[src/rtl/iocc_pkg.sv]
package iocc_pkg;

  localparam int FN_W = 3;

  typedef enum logic [FN_W-1:0] {
    FN_NOP  = 3'b000,
    FN_WR   = 3'b001,
    FN_RD   = 3'b010,
    FN_SINT = 3'b011,
    FN_CTL  = 3'b100,
    FN_IWR  = 3'b101,
    FN_IRD  = 3'b110,
    FN_SDEV = 3'b111
  } fn_e;

  // What the sequencer must do after the fetch.
  typedef struct packed {
    logic mem_pre;   // read memory before the device step
    logic use_dev;   // one device handshake
    logic mem_post;  // write device data to memory afterwards
    logic acc_load;  // write the accumulator
    logic acc_ilsw;  // accumulator source is the level status word
  } plan_t;

  typedef enum logic [3:0] {
    S_IDLE, S_F0, S_F1, S_MRD, S_DEV, S_MWR, S_ACC, S_DONE, S_ERR
  } st_e;

endpackage

[src/rtl/iocc_decode.sv]
module iocc_decode
  import iocc_pkg::*;
#(
  parameter int DW    = 16,
  parameter int DEV_W = 5
) (
  input  logic [DW-1:0]          word,
  input  logic [(1<<DEV_W)-1:0]  present,
  output logic [DEV_W-1:0]       code,
  output fn_e                    fn,
  output logic [DW-DEV_W-FN_W-1:0] mod,
  output plan_t                  plan
);
  localparam int MOD_W = DW - DEV_W - FN_W;

  logic here;

  always_comb begin
    code = word[DW-1 -: DEV_W];
    fn   = fn_e'(word[MOD_W +: FN_W]);
    mod  = word[MOD_W-1:0];
    here = present[code];
    plan = '0;
    unique case (fn)
      FN_NOP:  plan = '0;
      FN_WR: begin
        plan.mem_pre = here;
        plan.use_dev = here;
      end
      FN_RD: begin
        plan.use_dev  = here;
        plan.mem_post = here;
      end
      FN_SINT: begin
        plan.acc_load = 1'b1;
        plan.acc_ilsw = 1'b1;
      end
      FN_CTL, FN_IWR, FN_IRD: plan.use_dev = here;
      FN_SDEV: begin
        plan.use_dev  = here;
        plan.acc_load = 1'b1;
      end
      default: plan = '0;
    endcase
  end

endmodule

[src/rtl/iocc_seq.sv]
module iocc_seq
  import iocc_pkg::*;
#(
  parameter int DW = 16,
  parameter int AW = 16
) (
  input  logic          clk,
  input  logic          rst_n,
  input  logic          cmd_valid,
  output logic          cmd_ready,
  input  logic [AW-1:0] cmd_ea,
  output logic          mem_valid,
  input  logic          mem_ready,
  output logic          mem_we,
  output logic [AW-1:0] mem_addr,
  output logic [DW-1:0] mem_wdata,
  input  logic [DW-1:0] mem_rdata,
  output logic          dev_valid,
  input  logic          dev_ready,
  input  logic [DW-1:0] dev_rdata,
  output logic [DW-1:0] dev_wdata,
  output logic [AW-1:0] dev_addr,
  output logic          acc_we,
  output logic [DW-1:0] acc_wdata,
  input  logic [DW-1:0] ilsw,
  input  plan_t         plan,
  output logic [DW-1:0] cmd_word,
  output logic          done,
  output logic          err
);
  st_e           st;
  logic [AW-1:0] ea_q;
  logic [AW-1:0] addr_q;
  logic [DW-1:0] cmd_q;
  logic [DW-1:0] data_q;
  logic [DW-1:0] acc_q;

  // During the second fetch the plan is decoded straight off the bus.
  assign cmd_word = (st == S_F1) ? mem_rdata : cmd_q;

  always_ff @(posedge clk) begin
    if (!rst_n) begin
      st     <= S_IDLE;
      ea_q   <= '0;
      addr_q <= '0;
      cmd_q  <= '0;
      data_q <= '0;
      acc_q  <= '0;
    end else begin
      unique case (st)
        S_IDLE: if (cmd_valid) begin
          ea_q <= cmd_ea;
          st   <= cmd_ea[0] ? S_ERR : S_F0;
        end
        S_F0: if (mem_ready) begin
          addr_q <= mem_rdata[AW-1:0];
          st     <= S_F1;
        end
        S_F1: if (mem_ready) begin
          cmd_q <= mem_rdata;
          acc_q <= plan.acc_ilsw ? ilsw : '0;
          if (plan.mem_pre)       st <= S_MRD;
          else if (plan.use_dev)  st <= S_DEV;
          else if (plan.acc_load) st <= S_ACC;
          else                    st <= S_DONE;
        end
        S_MRD: if (mem_ready) begin
          data_q <= mem_rdata;
          st     <= S_DEV;
        end
        S_DEV: if (dev_ready) begin
          if (plan.mem_post) begin
            data_q <= dev_rdata;
            st     <= S_MWR;
          end else if (plan.acc_load) begin
            acc_q <= dev_rdata;
            st    <= S_ACC;
          end else begin
            st <= S_DONE;
          end
        end
        S_MWR:  if (mem_ready) st <= S_DONE;
        S_ACC:  st <= S_DONE;
        S_DONE: st <= S_IDLE;
        S_ERR:  st <= S_IDLE;
        default: st <= S_IDLE;
      endcase
    end
  end

  always_comb begin
    cmd_ready = (st == S_IDLE);
    mem_valid = (st == S_F0) || (st == S_F1) || (st == S_MRD) || (st == S_MWR);
    mem_we    = (st == S_MWR);
    unique case (st)
      S_F0:         mem_addr = ea_q;
      S_F1:         mem_addr = {ea_q[AW-1:1], 1'b1};
      default:      mem_addr = addr_q;
    endcase
    mem_wdata = data_q;
    dev_valid = (st == S_DEV);
    dev_wdata = data_q;
    dev_addr  = addr_q;
    acc_we    = (st == S_ACC);
    acc_wdata = acc_q;
    done      = (st == S_DONE);
    err       = (st == S_ERR);
  end

  AST_MEM_HOLD: assert property (@(posedge clk) disable iff (!rst_n)
    mem_valid && !mem_ready |=> mem_valid && $stable(mem_addr) && $stable(mem_we) && $stable(mem_wdata));
  AST_DEV_HOLD: assert property (@(posedge clk) disable iff (!rst_n)
    dev_valid && !dev_ready |=> dev_valid && $stable(dev_addr) && $stable(dev_wdata));
  AST_DONE_PULSE: assert property (@(posedge clk) disable iff (!rst_n)
    done |=> !done);
  AST_ERR_CAUSE: assert property (@(posedge clk) disable iff (!rst_n)
    err |-> $past(cmd_valid && cmd_ready && cmd_ea[0]));
  AST_ODD_NO_FETCH: assert property (@(posedge clk) disable iff (!rst_n)
    cmd_valid && cmd_ready && cmd_ea[0] |=> !mem_valid && !dev_valid && !acc_we);

endmodule

[src/rtl/iocc_exec.sv]
module iocc_exec
  import iocc_pkg::*;
#(
  parameter int DW    = 16,
  parameter int AW    = 16,
  parameter int DEV_W = 5
) (
  input  logic                      clk,
  input  logic                      rst_n,
  input  logic                      cmd_valid,
  output logic                      cmd_ready,
  input  logic [AW-1:0]             cmd_ea,
  output logic                      mem_valid,
  input  logic                      mem_ready,
  output logic                      mem_we,
  output logic [AW-1:0]             mem_addr,
  output logic [DW-1:0]             mem_wdata,
  input  logic [DW-1:0]             mem_rdata,
  output logic                      acc_we,
  output logic [DW-1:0]             acc_wdata,
  input  logic [(1<<DEV_W)-1:0]     dev_present,
  input  logic [DW-1:0]             ilsw,
  output logic                      dev_valid,
  input  logic                      dev_ready,
  output logic [DEV_W-1:0]          dev_code,
  output logic [FN_W-1:0]           dev_func,
  output logic [DW-DEV_W-FN_W-1:0]  dev_mod,
  output logic [AW-1:0]             dev_addr,
  output logic [DW-1:0]             dev_wdata,
  input  logic [DW-1:0]             dev_rdata,
  output logic                      done,
  output logic                      err
);
  localparam int MOD_W = DW - DEV_W - FN_W;

  logic [DW-1:0]    cmd_word;
  fn_e              fn;
  plan_t            plan;
  logic [MOD_W-1:0] mod;

  iocc_decode #(.DW(DW), .DEV_W(DEV_W)) u_dec (
    .word    (cmd_word),
    .present (dev_present),
    .code    (dev_code),
    .fn      (fn),
    .mod     (mod),
    .plan    (plan)
  );

  assign dev_func = fn;
  assign dev_mod  = mod;

  iocc_seq #(.DW(DW), .AW(AW)) u_seq (
    .clk       (clk),
    .rst_n     (rst_n),
    .cmd_valid (cmd_valid),
    .cmd_ready (cmd_ready),
    .cmd_ea    (cmd_ea),
    .mem_valid (mem_valid),
    .mem_ready (mem_ready),
    .mem_we    (mem_we),
    .mem_addr  (mem_addr),
    .mem_wdata (mem_wdata),
    .mem_rdata (mem_rdata),
    .dev_valid (dev_valid),
    .dev_ready (dev_ready),
    .dev_rdata (dev_rdata),
    .dev_wdata (dev_wdata),
    .dev_addr  (dev_addr),
    .acc_we    (acc_we),
    .acc_wdata (acc_wdata),
    .ilsw      (ilsw),
    .plan      (plan),
    .cmd_word  (cmd_word),
    .done      (done),
    .err       (err)
  );

  AST_DEV_PRESENT: assert property (@(posedge clk) disable iff (!rst_n)
    dev_valid |-> dev_present[dev_code]);
  AST_MEMWR_READ_ONLY: assert property (@(posedge clk) disable iff (!rst_n)
    mem_valid && mem_we |-> dev_func == FN_RD);
  AST_ABSENT_ZERO: assert property (@(posedge clk) disable iff (!rst_n)
    acc_we && dev_func == FN_SDEV && !dev_present[dev_code] |-> acc_wdata == '0);
  AST_ACC_SENSE_ONLY: assert property (@(posedge clk) disable iff (!rst_n)
    acc_we |-> (dev_func == FN_SINT) || (dev_func == FN_SDEV));

endmodule

[config.mk]
export PLATFORM = sky130hd
export DESIGN_NAME = iocc_exec
export DESIGN_NICKNAME = d
export VERILOG_FILES = /design/src/rtl/iocc_pkg.sv /design/src/rtl/iocc_decode.sv /design/src/rtl/iocc_seq.sv /design/src/rtl/iocc_exec.sv
export SDC_FILE = /design/constraint.sdc
export NUM_CORES = 1
export LEC_CHECK = 0
export ABC_AREA = 1
export BUFFER_PORTS_ARGS = -buffer_cell sky130_fd_sc_hd__buf_4
export CAP_MARGIN = 20
export CORE_MARGIN = 2
export CORE_UTILIZATION = 43
export DETAILED_ROUTE_END_ITERATION = 10
export PLACE_DENSITY = 0.75
export SETUP_SLACK_MARGIN = 0.5
export SYNTH_ARGS = -nofsm -noshare
export SYNTH_HDL_FRONTEND = slang
export SYNTH_SLANG_ARGS = --single-unit
[constraint.sdc]
create_clock -name clk -period 1.85 [get_ports clk]
set_input_delay 0.0925 -clock clk [delete_from_list [all_inputs] [get_ports clk]]
set_output_delay 0.0925 -clock clk [all_outputs]
set_load 0.03 [all_outputs]
After elaboration in Yosys (flattened, before gate mapping)
Index checks and enable logic that the tools add are counted.
{"block": "word_totals", "ff_bits": 84, "output_inout_bits": 103, "wordCells": 76, "inputBits": 101}
{"block": "classes", "mux": 31, "n_reduce_logical": 14, "order_cmp": 1, "n_eq_ne": 24}
{"cell": "$mux 16", "count": 9}
{"cell": "$pmux 16 s2", "count": 3}
{"cell": "$mux 4", "count": 9}
{"cell": "$pmux 4 s7", "count": 1}
{"cell": "$eq 4x3->1 const B", "count": 4}
{"cell": "$eq 3x3->1 const B", "count": 4}
{"cell": "$ne 2x2->1 const B", "count": 6}
{"cell": "$eq 4x2->1 const B", "count": 2}
{"cell": "$mux 1", "count": 7}
{"cell": "$eq 3x2->1 const B", "count": 2}
{"cell": "$lt 5x6->1 const B", "count": 1}
{"cell": "$ne 2x1->1 const B", "count": 3}
{"cell": "$reduce_and 2->1", "count": 3}
{"cell": "$reduce_and 6->1", "count": 1}
{"cell": "$reduce_or 6->1", "count": 1}
{"cell": "$bmux 1 s5", "count": 1}
{"cell": "$reduce_and 5->1", "count": 1}
{"cell": "$eq 4x1->1 const B", "count": 1}
{"cell": "$eq 4x4->1 const B", "count": 1}
{"cell": "$logic_not 4->1", "count": 1}
{"cell": "$reduce_and 4->1", "count": 1}
{"cell": "$reduce_bool 2->1", "count": 2}
{"cell": "$eq 3x1->1 const B", "count": 1}
{"cell": "$logic_or 1x1->1", "count": 3}
{"cell": "2 further kinds", "count": 2}

Longest topological paths before layout
Gate-level depths: netlist of the first run.
{"block": "depth", "word_depth": 10, "ltp_mapped": 19, "mapped_depth_nobuf": 17}

By module
Synthesis of the first run repeated with hierarchy kept, for this count alone.
{"block": "hier_totals", "hier_cells": 705, "area_unflattened_um2": 4634.4}
{"module": "iocc_seq", "cells_each": 599, "instances": 1, "area_each_um2": 4065.1, "seq_area_each_um2": 1681.6}
{"module": "iocc_decode", "cells_each": 106, "instances": 1, "area_each_um2": 569.3, "seq_area_each_um2": 0.0}

Worst setup path after synthesis of the first run
OpenSTA, ideal clock, no wires.
{"block": "synth_path", "kind": "reg-to-reg", "start": "reg u_seq.st[1]", "end": "reg u_seq.data_q[0] (netlist: u_seq.dev_wdata[0])", "t_arrival_ns": 2.051, "synth_period_minus_slack_ns": 2.164, "path_buffers": 2, "setup_ns": 0.113, "path_slack_ns": -0.314, "required_ns": 1.737, "stages_incl_launch_ff": 18, "cell_sequence": "dfxtp_1 inv_2 nor2_4 nand2_2 buf_6 o21ai_4 nand3_1 nand3_1 nand3_1 nand3_2 nand2_4 nand3_2 nand2_2 nand2_4 inv_6 buf_8 nor2_2 nor2_1"}
{"block": "synth_via", "elab_chain_cells": 7, "elab_cells_between_ends": 14, "cone_classes": "7 x eq/ne; 5 x mux; 2 x reduce/logical"}
{"item": "start: declaration", "line_no": "iocc_seq.sv:31", "rtl": "st_e st;"}
{"item": "start signal: assignment", "line_no": "iocc_seq.sv:53", "rtl": "st <= cmd_ea[0] ? S_ERR : S_F0;"}
{"item": "$eq 4x2->1", "line_no": "iocc_seq.sv:39", "rtl": "assign cmd_word = (st == S_F1) ? mem_rdata : cmd_q;"}
{"item": "$mux 16", "line_no": "iocc_seq.sv:39"}
{"item": "via dev_code[1]", "line_no": "iocc_exec.sv:25", "rtl": "output logic [DEV_W-1:0] dev_code,"}
{"item": "$bmux 1 s5", "line_no": "iocc_decode.sv:22", "rtl": "here = present[code];"}
{"item": "$mux 1 (implied by the code)", "line_no": "iocc_decode.sv:22"}
{"item": "$mux 1", "line_no": "iocc_decode.sv:24", "rtl": "unique case (fn)"}
{"item": "$ne 2x1->1 (no source line)"}
{"item": "$reduce_and 4->1 (no source line)"}
{"item": "end signal: assignment", "line_no": "iocc_seq.sv:68", "rtl": "data_q <= mem_rdata;"}
{"item": "end signal: assignment", "line_no": "iocc_seq.sv:73", "rtl": "data_q <= dev_rdata;"}
{"item": "end: declaration", "line_no": "iocc_seq.sv:35", "rtl": "logic [DW-1:0] data_q;"}
The timed path passes the listed nets, and every way through them passes these cells. The select of a mux whose other input is x is not followed.
A chain may end at the register's enable or synchronous reset.

Worst setup path after layout of the first run
{"block": "layout_path", "start": "reg u_seq.st[1]", "end": "reg u_seq.data_q[9] (netlist: u_seq.dev_wdata[9])"}
{"block": "layout_via", "elab_chain_cells": 7, "elab_cells_between_ends": 14, "cone_classes": "7 x eq/ne; 5 x mux; 2 x reduce/logical"}
{"item": "$eq 4x2->1", "line_no": "iocc_seq.sv:39"}
{"item": "$mux 16", "line_no": "iocc_seq.sv:39"}
{"item": "$bmux 1 s5", "line_no": "iocc_decode.sv:22"}
{"item": "$mux 1 (implied by the code)", "line_no": "iocc_decode.sv:22"}
{"item": "$mux 1", "line_no": "iocc_decode.sv:24"}
{"item": "$ne 2x1->1 (no source line)"}
{"item": "$reduce_and 4->1 (no source line)"}
Several ways; a longest one is shown, not always the timed one. The select of a mux whose other input is x is not followed.

==> impl_table.tex, run 1 <==
\begin{tabular}{lr}
\hline
Metric & Value \\
\hline
\multicolumn{2}{l}{\textbf{Run status}} \\
Result of the run & complete, but fails checks \\
Violations in the final reports & negative hold slack, negative setup slack \\
\multicolumn{2}{l}{\textbf{Clocking}} \\
CTS tree & done \\
Number of buffers created by CTS & 9 \\
Clock Pin Slew Worst Setup and Hold Paths & 90 ps \\
Buffer depth of the longest clock path & 2 \\
Count of clock tree sinks & 84 \\
Clock latency reported for the late side of the worst-skew pair & 370 ps \\
H-tree depth & 3 \\
Root buffer selected by CTS & clkbuf\_8 \\
\multicolumn{2}{l}{\textbf{Critical path}} \\
Kind of cell adding the most delay to the critical path & simple AND/OR/NAND/NOR gates \\
Worst setup path category & reg -> reg \\
Crit-path max FO & 8 \\
Crit-path cells & inv\_2, nor2\_4, nand2\_4, buf\_8, o21ai\_4, nand3\_1, nand3\_2, nand3\_2, nand2\_4, nand3\_4, nand2\_4, nand2\_8, buf\_12, o21ai\_2, nor2\_1 \\
Crit Reg-Reg Startpoint & u\_seq.st[1] \\
Capture point of the worst reg-to-reg path & u\_seq.dev\_wdata[9] \\
Slack of the worst reg-to-reg path & -450 ps \\
Critical Path End Type & register \\
Highest-delay cell along the critical path & dfxtp\_2 \\
Critical path buffers and inverters & 3 \\
Required time of the critical path & 2120 ps \\
Largest stage delay on the critical path & 360 ps \\
Worst reg2reg path depth & 15 \\
Critical path's most frequent cell & nand2\_4 \\
Startpoint kind of the worst setup timing path & register \\
Worst path arrival time & 2560 ps \\
\multicolumn{2}{l}{\textbf{Timing}} \\
Setup repair after global routing missed its margin & yes \\
Final critical-path setup slack & -446 ps \\
Number of endpoints with negative hold slack in the final report & 1 \\
Headroom to the max-slew limit & 58.0\% \\
Fin Hold WS & -3.05 ps \\
Period Utilization, post-route & 124\% \\
Setup violators final & 83 \\
Final period demand of the worst path & 2300 ps \\
Max-slew violation total from the final report & 0 \\
Clock skew after layout & 13.7 ps \\
Worst slew pin tran & 630 ps \\
F\_max & about 0.44 GHz \\
\multicolumn{2}{l}{\textbf{Hold path}} \\
Number of cells traversed by the worst hold path & 3 \\
Path class of the lowest-slack min-delay path & in -> reg \\
Destination of the worst hold path & u\_seq.ea\_q[3] \\
Source of the worst hold timing path & cmd\_ea[3] \\
\multicolumn{2}{l}{\textbf{Final layout}} \\
Number of nets in the final layout & between 900 and 1000 \\
Top library cells by usage in the layout, fill and taps aside & buf\_4, dfxtp\_1, nand2\_1 \\
Share of final-layout standard cells stronger than drive strength 1 & 56.1\% \\
Most common library cell in the layout ignoring fill and taps & buf\_4 \\
Core occupancy in the finished layout & between 80 and 90\% \\
Signed area change from the synthesized netlist to the final layout & 84.1\% \\
Ant. Diodes & 0 \\
Layout Cell Area excl Fill & a little over 8000 um2 \\
\multicolumn{2}{l}{\textbf{Routing}} \\
1st-pass router iterations & 8 \\
Number of vias after detailed routing & 5863 \\
Detailed-route DRC error count & 0 \\
Via/cell ratio & 5.68 \\
Total routed wirelength & around 20 mm \\
Violation count after the first detailed-route iteration & 360 \\
Post-DR wirelength/cell & 19.2 um \\
Count of antenna-violating nets left after detailed routing & 0 \\
\multicolumn{2}{l}{\textbf{Power and ir drop}} \\
Int Power & 7.46 mW \\
Power density of the placed cells & 1760 nW/um2 \\
Share of power burned in registers & between 15 and 20\% \\
Comb power frac & 71.5\% \\
Sw Pwr & around 7.1 mW \\
VDD IR-drop max & 989 uV \\
Leak & between 3 and 4 nW \\
Clock group share of total power & 10.5\% \\
Switch share & around half \\
\multicolumn{2}{l}{\textbf{GRT}} \\
Total congestion overflow after global routing & 0 \\
Overall Global Routing Usage & between 20\% and 30\% \\
Maximum number of pins on one net before global-route repair & 52 \\
Wire length of the first global-routing pass & 25.8 mm \\
Via count of the first global-routing pass & 5340 \\
Antenna violations before repair & 0 \\
\multicolumn{2}{l}{\textbf{Yosys}} \\
Commonest register cell after synthesis & dfxtp\_1 \\
Post-synthesis instance area & 4480 um2 \\
Simple-gate share of the synthesized area & 29.2\% \\
Share of the synthesized area in compound gates (AO/OA/AOI/OAI) & between 20\% and 30\% \\
Largest cells by area after synthesis & dfxtp\_1, nand2\_1, o21ai\_0, nand3\_1, a21oi\_1 \\
Largest family of logic cells by synthesized area & simple AND/OR/NAND/NOR gates \\
Portion of synthesized cell area occupied by the leading cell type & between 30\% and 40\% \\
Cell type with the largest total area after synthesis & dfxtp\_1 \\
Share of synthesized area spent on multiplexers & 0\% \\
Share of synthesized cell area in full adder, half adder and majority cells & 0\% \\
Mean area per synthesized cell & 6.97 um2 \\
Syn Inst Count & around 640 \\
Asr flop ratio synth & 0\% \\
Number of distinct library cells after synthesis & 30 \\
Sequential cell area fraction in the yosys report & a little under two fifths \\
Register bit total from synthesis & 84 \\
Number of enable flip-flop cells after synthesis & 0 \\
Synthesized net count & between 700 and 800 \\
Yosys warning count & 0 \\
XOR/XNOR share of the synthesized area & 0\% \\
\multicolumn{2}{l}{\textbf{Die}} \\
Height of the die & 106 um \\
Starting Density & 43.8\% \\
Chip Width & 106 um \\
Full die area & roughly 11000 um2 \\
Placeable core region & 10200 um2 \\
Top Ports & 204 \\
Placement Rows & 37 \\
\multicolumn{2}{l}{\textbf{Place}} \\
Last weighted congestion value of the routability-driven placer & 0.844 \\
Placed standard-cell area & 6480 um2 \\
Number of I/O port buffers & 203 \\
Post-DP HPWL & about 11 mm \\
\multicolumn{2}{l}{\textbf{Run}} \\
Total of max-cap violations & 0 \\
\hline
\end{tabular}
## layout make-up
cell class | count | area, um2
sequential | 84 | 1690
clock inverter | 7 | 98.8
fill | 603 | 1990
multi-input combinational | 450 | 3210
timing repair buffer | 292 | 2730
clock buffer | 9 | 124
tap | 136 | 170
inverter | 54 | 225
## per-stage QoR
| step | power [mW] | setup WS [ps] | hold slack (ps) | instances | setup TNS (ps) |
|---|---|---|---|---|---|
| after detailed placement | 9.26 | -284 | 380 | 969 | -5730 |
| after floorplan | 7.25 | -290 | 255 | 643 | -4300 |
| after CTS | 12.3 | -236 | 1.00 | 1008 | -8260 |
| final | 14.5 | -446 | -3.05 | 1032 | -22220 |
| after global placement | 9.14 | -196 | 380 | 969 | -3370 |
| after global routing | 15.1 | -539 | -2.59 | 1032 | -28630 |
## how the worst max path moves through the flow
stage                 from                  end  slack (ps)  depth (start not counted)
2_1_floorplan  u_seq.st[1]   u_seq.dev_wdata[0]        -290                         17
3_3_place_gp   u_seq.st[3]   u_seq.dev_wdata[9]        -200                         15
3_5_place_dp   u_seq.st[3]  u_seq.dev_wdata[13]        -280                         15
4_1_cts        u_seq.st[1]  u_seq.dev_wdata[13]        -240                         16
5_1_grt        u_seq.st[1]   u_seq.dev_wdata[9]        -540                         15
6_report       u_seq.st[1]   u_seq.dev_wdata[9]        -450                         15
## power groups by stage
stage | clock [mW] | combinational [mW] | sequential (mW)
floorplan | 0 | 4.23 | 3.02
global placement | 0 | 6.61 | 2.52
detailed placement | 0 | 6.72 | 2.54
CTS | 1.49 | 8.27 | 2.52
global route | 1.60 | 10.8 | 2.64
finish | 1.53 | 10.4 | 2.61
## cells in the mapped netlist (all sizes together) (5+ instances only)
library cell,n
a21oi,51
a31oi,16
buf,27
clkbuf,30
dfxtp,84
inv,53
nand2,136
nand3,70
nand4,16
nor2,51
nor3,5
o21ai,98
## worst min-delay path, stage by stage
cell	delay [ps]
buf_4	110
nand3_2	60
a21oi_2	50
## repair_timing
item | CTS | global route
cloned | 4 | 6
hold buffers | 4 | 0
endpoints found under the setup margin | 123 | 123
pin swaps | 8 | 40
hold endpoints to repair | 4 | 0
resized for setup | 129 | 160
setup buffers | 15 | 18
## kinds of logic (layout without fill, tap and decap cells)
group / after synthesis / count (layout)
buffers and inverters: 111 / 362
AO/OA/AOI/OAI: 170 / 171
AND/OR/NAND/NOR: 278 / 279
flip-flops: 84 / 84
## flip-flops by register name (all words and copies together), names as in the netlist
register and count:
u_seq.acc_wdata 16, u_seq.cmd_q 16, u_seq.dev_addr 16, u_seq.dev_wdata 16, u_seq.ea_q 16, u_seq.st 4
## per-layer routing
layer  wire length [um]  share of wire, %  track usage [%]  vias up
met5                  0                 0                0        -
met4                996               5.0             12.4        0
met3               1500               7.6             4.23      105
met2              10200                51             51.3      350
met1               7120                36             33.1     2756
li1                   -                 -                -     2652
No activity file was read; power rests on OpenSTA's default activity.
==> run 2: changes to the inputs <==
- PLACE_DENSITY: 0.75 -> 0.77
==> impl_table.tex, run 2 (synthesized netlist as in run 1, its figures left out) <==
\begin{tabular}{lr}
\hline
Metric & Value \\
\hline
\multicolumn{2}{l}{\textbf{Place}} \\
Total instance count after detailed placement & roughly 970 \\
Last weighted congestion value of the routability-driven placer & 0.831 \\
Post-DP HPWL & 11.0 mm \\
Worst setup timing slack at the placement stage & -322 ps \\
Number of I/O port buffers & around 200 \\
Placed standard-cell area & approximately 6500 um2 \\
\multicolumn{2}{l}{\textbf{Final layout}} \\
Signed area change from the synthesized netlist to the final layout & 85.4\% \\
Ant. Diodes & 0 \\
Number of fill cells in the layout & 583 \\
Top library cells by usage in the layout, fill and taps aside & buf\_4, nand2\_1, dfxtp\_1 \\
Core occupancy in the finished layout & 81.2\% \\
Area of all sequential standard cells & 1690 um2 \\
Layout Cell Area excl Fill & 8310 um2 \\
Number of nets in the final layout & between 1000 and 1500 \\
Most common library cell in the layout ignoring fill and taps & buf\_4 \\
Area occupied by multi-input gates & around 3200 um2 \\
Share of final-layout standard cells stronger than drive strength 1 & 54.1\% \\
Final Non-Filler Cells & 1041 \\
\multicolumn{2}{l}{\textbf{Timing}} \\
Number of endpoints with negative hold slack in the final report & 0 \\
Setup violators final & between 90 and 100 \\
Max-slew violation total from the final report & 0 \\
Final critical-path setup slack & -452 ps \\
F\_max & 0.434 GHz \\
Clock skew after layout & 16.3 ps \\
Setup repair after global routing missed its margin & yes \\
Headroom to the max-slew limit & approximately 60\% \\
Period Utilization, post-route & 124\% \\
Fin Hold WS & 18.2 ps \\
Final period demand of the worst path & 2300 ps \\
Worst slew pin tran & around 580 ps \\
Final sum of negative setup slack & -23550 ps \\
\multicolumn{2}{l}{\textbf{Critical path}} \\
Critical Path End Type & register \\
Startpoint kind of the worst setup timing path & register \\
Worst path arrival time & approximately 2600 ps \\
Crit-path max FO & 16 \\
Required time of the critical path & 2130 ps \\
Worst setup path category & reg -> reg \\
\multicolumn{2}{l}{\textbf{Die}} \\
Height of the die & 106 um \\
Starting Density & 43.8\% \\
Full die area & 11200 um2 \\
Top Ports & between 200 and 250 \\
Placement Rows & 37 \\
Chip Width & about 110 um \\
Placeable core region & 10200 um2 \\
\multicolumn{2}{l}{\textbf{Routing}} \\
Via/cell ratio & 5.85 \\
Top layer used by detailed routing & met4 \\
Number of vias after detailed routing & between 6000 and 7000 \\
Routed length on met3 & 1.61 mm \\
Violation count after the first detailed-route iteration & approximately 600 \\
WL met1 & 7.18 mm \\
Post-DR wirelength/cell & 19.6 um \\
Total met2 wirelength after detailed routing & 10.3 mm \\
1st-pass router iterations & 5 \\
Count of antenna-violating nets left after detailed routing & 0 \\
Total routed wirelength & 20.4 mm \\
Detailed-route DRC error count & 0 \\
\multicolumn{2}{l}{\textbf{GRT}} \\
Antenna violations before repair & 0 \\
Total congestion overflow after global routing & 0 \\
Maximum number of pins on one net before global-route repair & 52 \\
Via count of the first global-routing pass & $\sim$5700 \\
Overall Global Routing Usage & 31.2\% \\
Wire length of the first global-routing pass & approximately 28 mm \\
\multicolumn{2}{l}{\textbf{Clocking}} \\
Clock latency reported for the late side of the worst-skew pair & between 300 and 400 ps \\
Buffer depth of the longest clock path & 2 \\
Clock Pin Slew Worst Setup and Hold Paths & 90 ps \\
Count of clock tree sinks & 84 \\
Number of buffers created by CTS & 9 \\
Root buffer selected by CTS & clkbuf\_8 \\
CTS tree & done \\
H-tree depth & 3 \\
\multicolumn{2}{l}{\textbf{Run}} \\
Total of max-cap violations & 0 \\
\multicolumn{2}{l}{\textbf{Power and ir drop}} \\
VDD IR-drop max & 1030 uV \\
Tot Pwr & 14.4 mW \\
Leak & approximately 3.7 nW \\
Power density of the placed cells & 1730 nW/um2 \\
\multicolumn{2}{l}{\textbf{Run status}} \\
Result of the run & complete, but fails checks \\
Violations in the final reports & negative setup slack \\
\multicolumn{2}{l}{\textbf{Hold path}} \\
Path class of the lowest-slack min-delay path & in -> reg \\
\hline
\end{tabular}
[run 2: area by class of cell]
type | instances | area share (%)
inverter | 54 | 2.70
tap | 136 | 2.05
multi-input combinational | 453 | 38.3
timing repair buffer | 298 | 34.5
clock buffer | 12 | 1.75
clock inverter | 4 | 0.301
sequential | 84 | 20.3
[run 2: path summary, 6_finish.rpt]
| path | start | end | slack [ps] | cells after the start |
|---|---|---|---|---|
| setup / recovery | u_seq.st[3] | u_seq.acc_wdata[8] | -450 | 14 |
| hold / removal | mem_rdata[3] | u_seq.dev_addr[3] | 20 | 3 |
| setup reg to reg | u_seq.st[3] | u_seq.acc_wdata[8] | -450 | 14 |
| hold reg to reg | u_seq.cmd_q[7] | u_seq.cmd_q[7] | 480 | 2 |
[run 2: worst max-delay path, cell delays in order, from the launching register on]
cell	delay [ps]
dfxtp_4	370
nor2_4	170
nand2_4	140
buf_4	170
buf_12	150
nand2_2	100
o21ai_4	80
nor2_4	120
nor2_4	50
a21oi_2	140
nand2_1	110
inv_2	110
buf_12	150
o21ai_0	110
a31oi_1	210
[run 2: timing repair]
action	4_1_cts	5_1_grt
resized for setup	143	112
setup endpoints to repair	123	123
pin swaps	20	21
hold buffers	8	0
endpoints found under the hold margin	8	0
setup buffers	25	11
gates cloned	10	4
[run 2: per-layer routing]
| metal | vias to the layer above | track usage, % |
|---|---|---|
| met3 | 121 | 5.95 |
| met5 | - | 0 |
| met1 | 2857 | 36.2 |
| met2 | 445 | 54.8 |
| li1 | 2665 | - |
| met4 | 0 | 15.6 |
[run 2: power by group]
group | switching, mW | internal, mW
clock | 0.706 | 0.522
sequential | 0.348 | 2.25
combinational | 5.96 | 4.61
==> run 3: changes to the inputs <==
- CORE_UTILIZATION: 43 -> 47
- PLACE_DENSITY: 0.77 -> 0.8
- clock period: 1.85 -> 2.3 ns (I/O delays scaled with it)
==> impl_table.tex, run 3 (synthesized netlist as in run 1, its figures left out) <==
\begin{tabular}{lr}
\hline
Metric & Value \\
\hline
\multicolumn{2}{l}{\textbf{GRT}} \\
Total congestion overflow after global routing & 0 \\
Wire length of the first global-routing pass & 26.0 mm \\
Via count of the first global-routing pass & 5264 \\
Overall Global Routing Usage & 31.8\% \\
Maximum number of pins on one net before global-route repair & 52 \\
Antenna violations before repair & 0 \\
\multicolumn{2}{l}{\textbf{Place}} \\
Post-DP HPWL & between 10 and 15 mm \\
Number of I/O port buffers & 203 \\
Placed standard-cell area & between 5000 and 6000 um2 \\
Last weighted congestion value of the routability-driven placer & just under 0.9 \\
\multicolumn{2}{l}{\textbf{Clocking}} \\
Buffer depth of the longest clock path & 2 \\
Clock latency reported for the late side of the worst-skew pair & 350 ps \\
Number of buffers created by CTS & 9 \\
Root buffer selected by CTS & clkbuf\_8 \\
CTS tree & done \\
Clock Pin Slew Worst Setup and Hold Paths & 90 ps \\
H-tree depth & 3 \\
Count of clock tree sinks & between 80 and 90 \\
\multicolumn{2}{l}{\textbf{Power and ir drop}} \\
Leak & 3.33 nW \\
Switch share & 49.1\% \\
Comb power frac & 70.4\% \\
Share of power burned in registers & 19.4\% \\
Int Power & 5.44 mW \\
VDD IR-drop max & between 1000 and 1500 uV \\
Clock group share of total power & 10.2\% \\
Power density of the placed cells & 1400 nW/um2 \\
Sw Pwr & 5.26 mW \\
\multicolumn{2}{l}{\textbf{Critical path}} \\
Highest-delay cell along the critical path & dfxtp\_4 \\
Crit-path cells & nor2\_4, nand2\_4, nand2\_2, nand3\_1, nand3\_4, nand3\_2, nand3\_2, nand3\_2, nand2\_4, nand3\_4, nand2\_4, nand2\_8, buf\_12, o21ai\_2, nor2\_1 \\
Crit-path max FO & 6 \\
Startpoint kind of the worst setup timing path & register \\
Worst path arrival time & 2560 ps \\
Critical Path End Type & register \\
Critical path startpoint & u\_seq.st[3] \\
Required time of the critical path & 2550 ps \\
Largest stage delay on the critical path & about 370 ps \\
Worst setup path category & reg -> reg \\
Crit Reg-Reg Startpoint & u\_seq.st[3] \\
\multicolumn{2}{l}{\textbf{Timing}} \\
Headroom to the max-slew limit & 53.1\% \\
Worst slew pin tran & 703 ps \\
Setup violators final & 1 \\
Setup repair after global routing missed its margin & yes \\
Final period demand of the worst path & about 2300 ps \\
Period Utilization, post-route & 100\% \\
F\_max & 0.433 GHz \\
Final critical-path setup slack & -7.63 ps \\
Final sum of negative setup slack & -7.63 ps \\
Clock skew after layout & 8.84 ps \\
Number of endpoints with negative hold slack in the final report & 0 \\
Max-slew violation total from the final report & 0 \\
\multicolumn{2}{l}{\textbf{Die}} \\
Full die area & between 10000 and 15000 um2 \\
Chip Width & 102 um \\
Height of the die & 102 um \\
Starting Density & 48.5\% \\
Placeable core region & 9240 um2 \\
Placement Rows & 35 \\
Top Ports & 204 \\
\multicolumn{2}{l}{\textbf{Run}} \\
Total of max-cap violations & 0 \\
\multicolumn{2}{l}{\textbf{Hold path}} \\
Source of the worst hold timing path & cmd\_ea[4] \\
Path class of the lowest-slack min-delay path & in -> reg \\
\multicolumn{2}{l}{\textbf{Routing}} \\
1st-pass router iterations & 7 \\
Count of antenna-violating nets left after detailed routing & 0 \\
Detailed-route DRC error count & 0 \\
Via/cell ratio & 5.86 \\
Post-DR wirelength/cell & 19.1 um \\
Total routed wirelength & 19.2 mm \\
Violation count after the first detailed-route iteration & 463 \\
Number of vias after detailed routing & 5877 \\
\multicolumn{2}{l}{\textbf{Final layout}} \\
Top library cells by usage in the layout, fill and taps aside & buf\_4, nand2\_1, dfxtp\_1 \\
Most common library cell in the layout ignoring fill and taps & buf\_4 \\
Share of final-layout standard cells stronger than drive strength 1 & 50.7\% \\
Signed area change from the synthesized netlist to the final layout & 70.9\% \\
Number of nets in the final layout & between 900 and 1000 \\
Layout Cell Area excl Fill & 7650 um2 \\
Ant. Diodes & 0 \\
\multicolumn{2}{l}{\textbf{Run status}} \\
Violations in the final reports & negative setup slack \\
Result of the run & complete, but fails checks \\
\hline
\end{tabular}
-- run 3: changes by cell type in the layout (fill, tap and decap cells not counted), sizes merged --
cell / before / now
clkinvlp: 3 / 1
clkbuf: 16 / 13
bufinv: 0 / 1
inv: 52 / 57
buf: 284 / 262
dlygate4sd3: 8 / 0
clkinv: 3 / 4
nand2: 140 / 139
bufbuf: 2 / 0
-- run 3: path summary, 6_finish.rpt --
path                        end  slack, ps  cells after the start
max          u_seq.dev_wdata[9]         -8                     15
min               u_seq.ea_q[4]         30                      3
max reg2reg  u_seq.dev_wdata[9]         -8                     15
min reg2reg      u_seq.cmd_q[4]        470                      2
-- run 3: metal layers --
metal / vias up / GRT usage [%] / wire length, um
li1: 2608 / - / -
met1: 2733 / 39.7 / 7070
met2: 442 / 55.0 / 9390
met3: 94 / 6.35 / 1990
met4: 0 / 9.88 / 749
met5: - / 0 / 0
-- run 3: final cells by class --
type	count	area [um2]
Clock buffer	9	124
Clock inverter	7	73.8
Fill cell	558	1590
Inverter	54	231
Multi-Input combinational cell	452	2930
Sequential cell	84	1690
Tap cell	129	161
Timing Repair Buffer	266	2410
Timing Repair inverter	2	25.0
-- run 3: worst max-delay path, delay by kind of cell (launching register included) --
family / cells / cell delay [ps]
simple gates: 13 / 1560
flops: 1 / 370
buf+inv: 1 / 140
compound gates: 1 / 120
-- run 3: stage by stage --
stage          util [%]  std cells  total power [mW]  hold slack, ps  setup WS (ps)
6_report           82.8       1003              10.7            29.7          -7.63
2_1_floorplan         -        643              5.30             279            160
3_3_place_gp       64.5        930              6.61             400            167
4_1_cts            77.0        980              9.49            24.9            216
3_5_place_dp       64.5        930              6.69             402           66.8
5_1_grt            82.8       1003              11.1            28.6           -123
-- run 3: power by group through the flow --
stage                     logic [mW]  clock network [mW]  registers [mW]
after floorplan                 2.88                   0            2.43
after global placement          4.57                   0            2.05
after detailed placement        4.62                   0            2.06
after CTS                       6.37                1.09            2.03
after global routing            7.86                1.15            2.11
final                           7.54                1.09            2.08
-- run 3: what timing repair did --
| item | 4_1_cts | 5_1_grt |
|---|---|---|
| cloned | 8 | 7 |
| pin swaps | 35 | 29 |
| gates resized for setup | 150 | 86 |
| setup buffers | 26 | 16 |
| hold buffers | 0 | 0 |
| hold endpoints to repair | 0 | 0 |
| setup endpoints to repair | 62 | 98 |
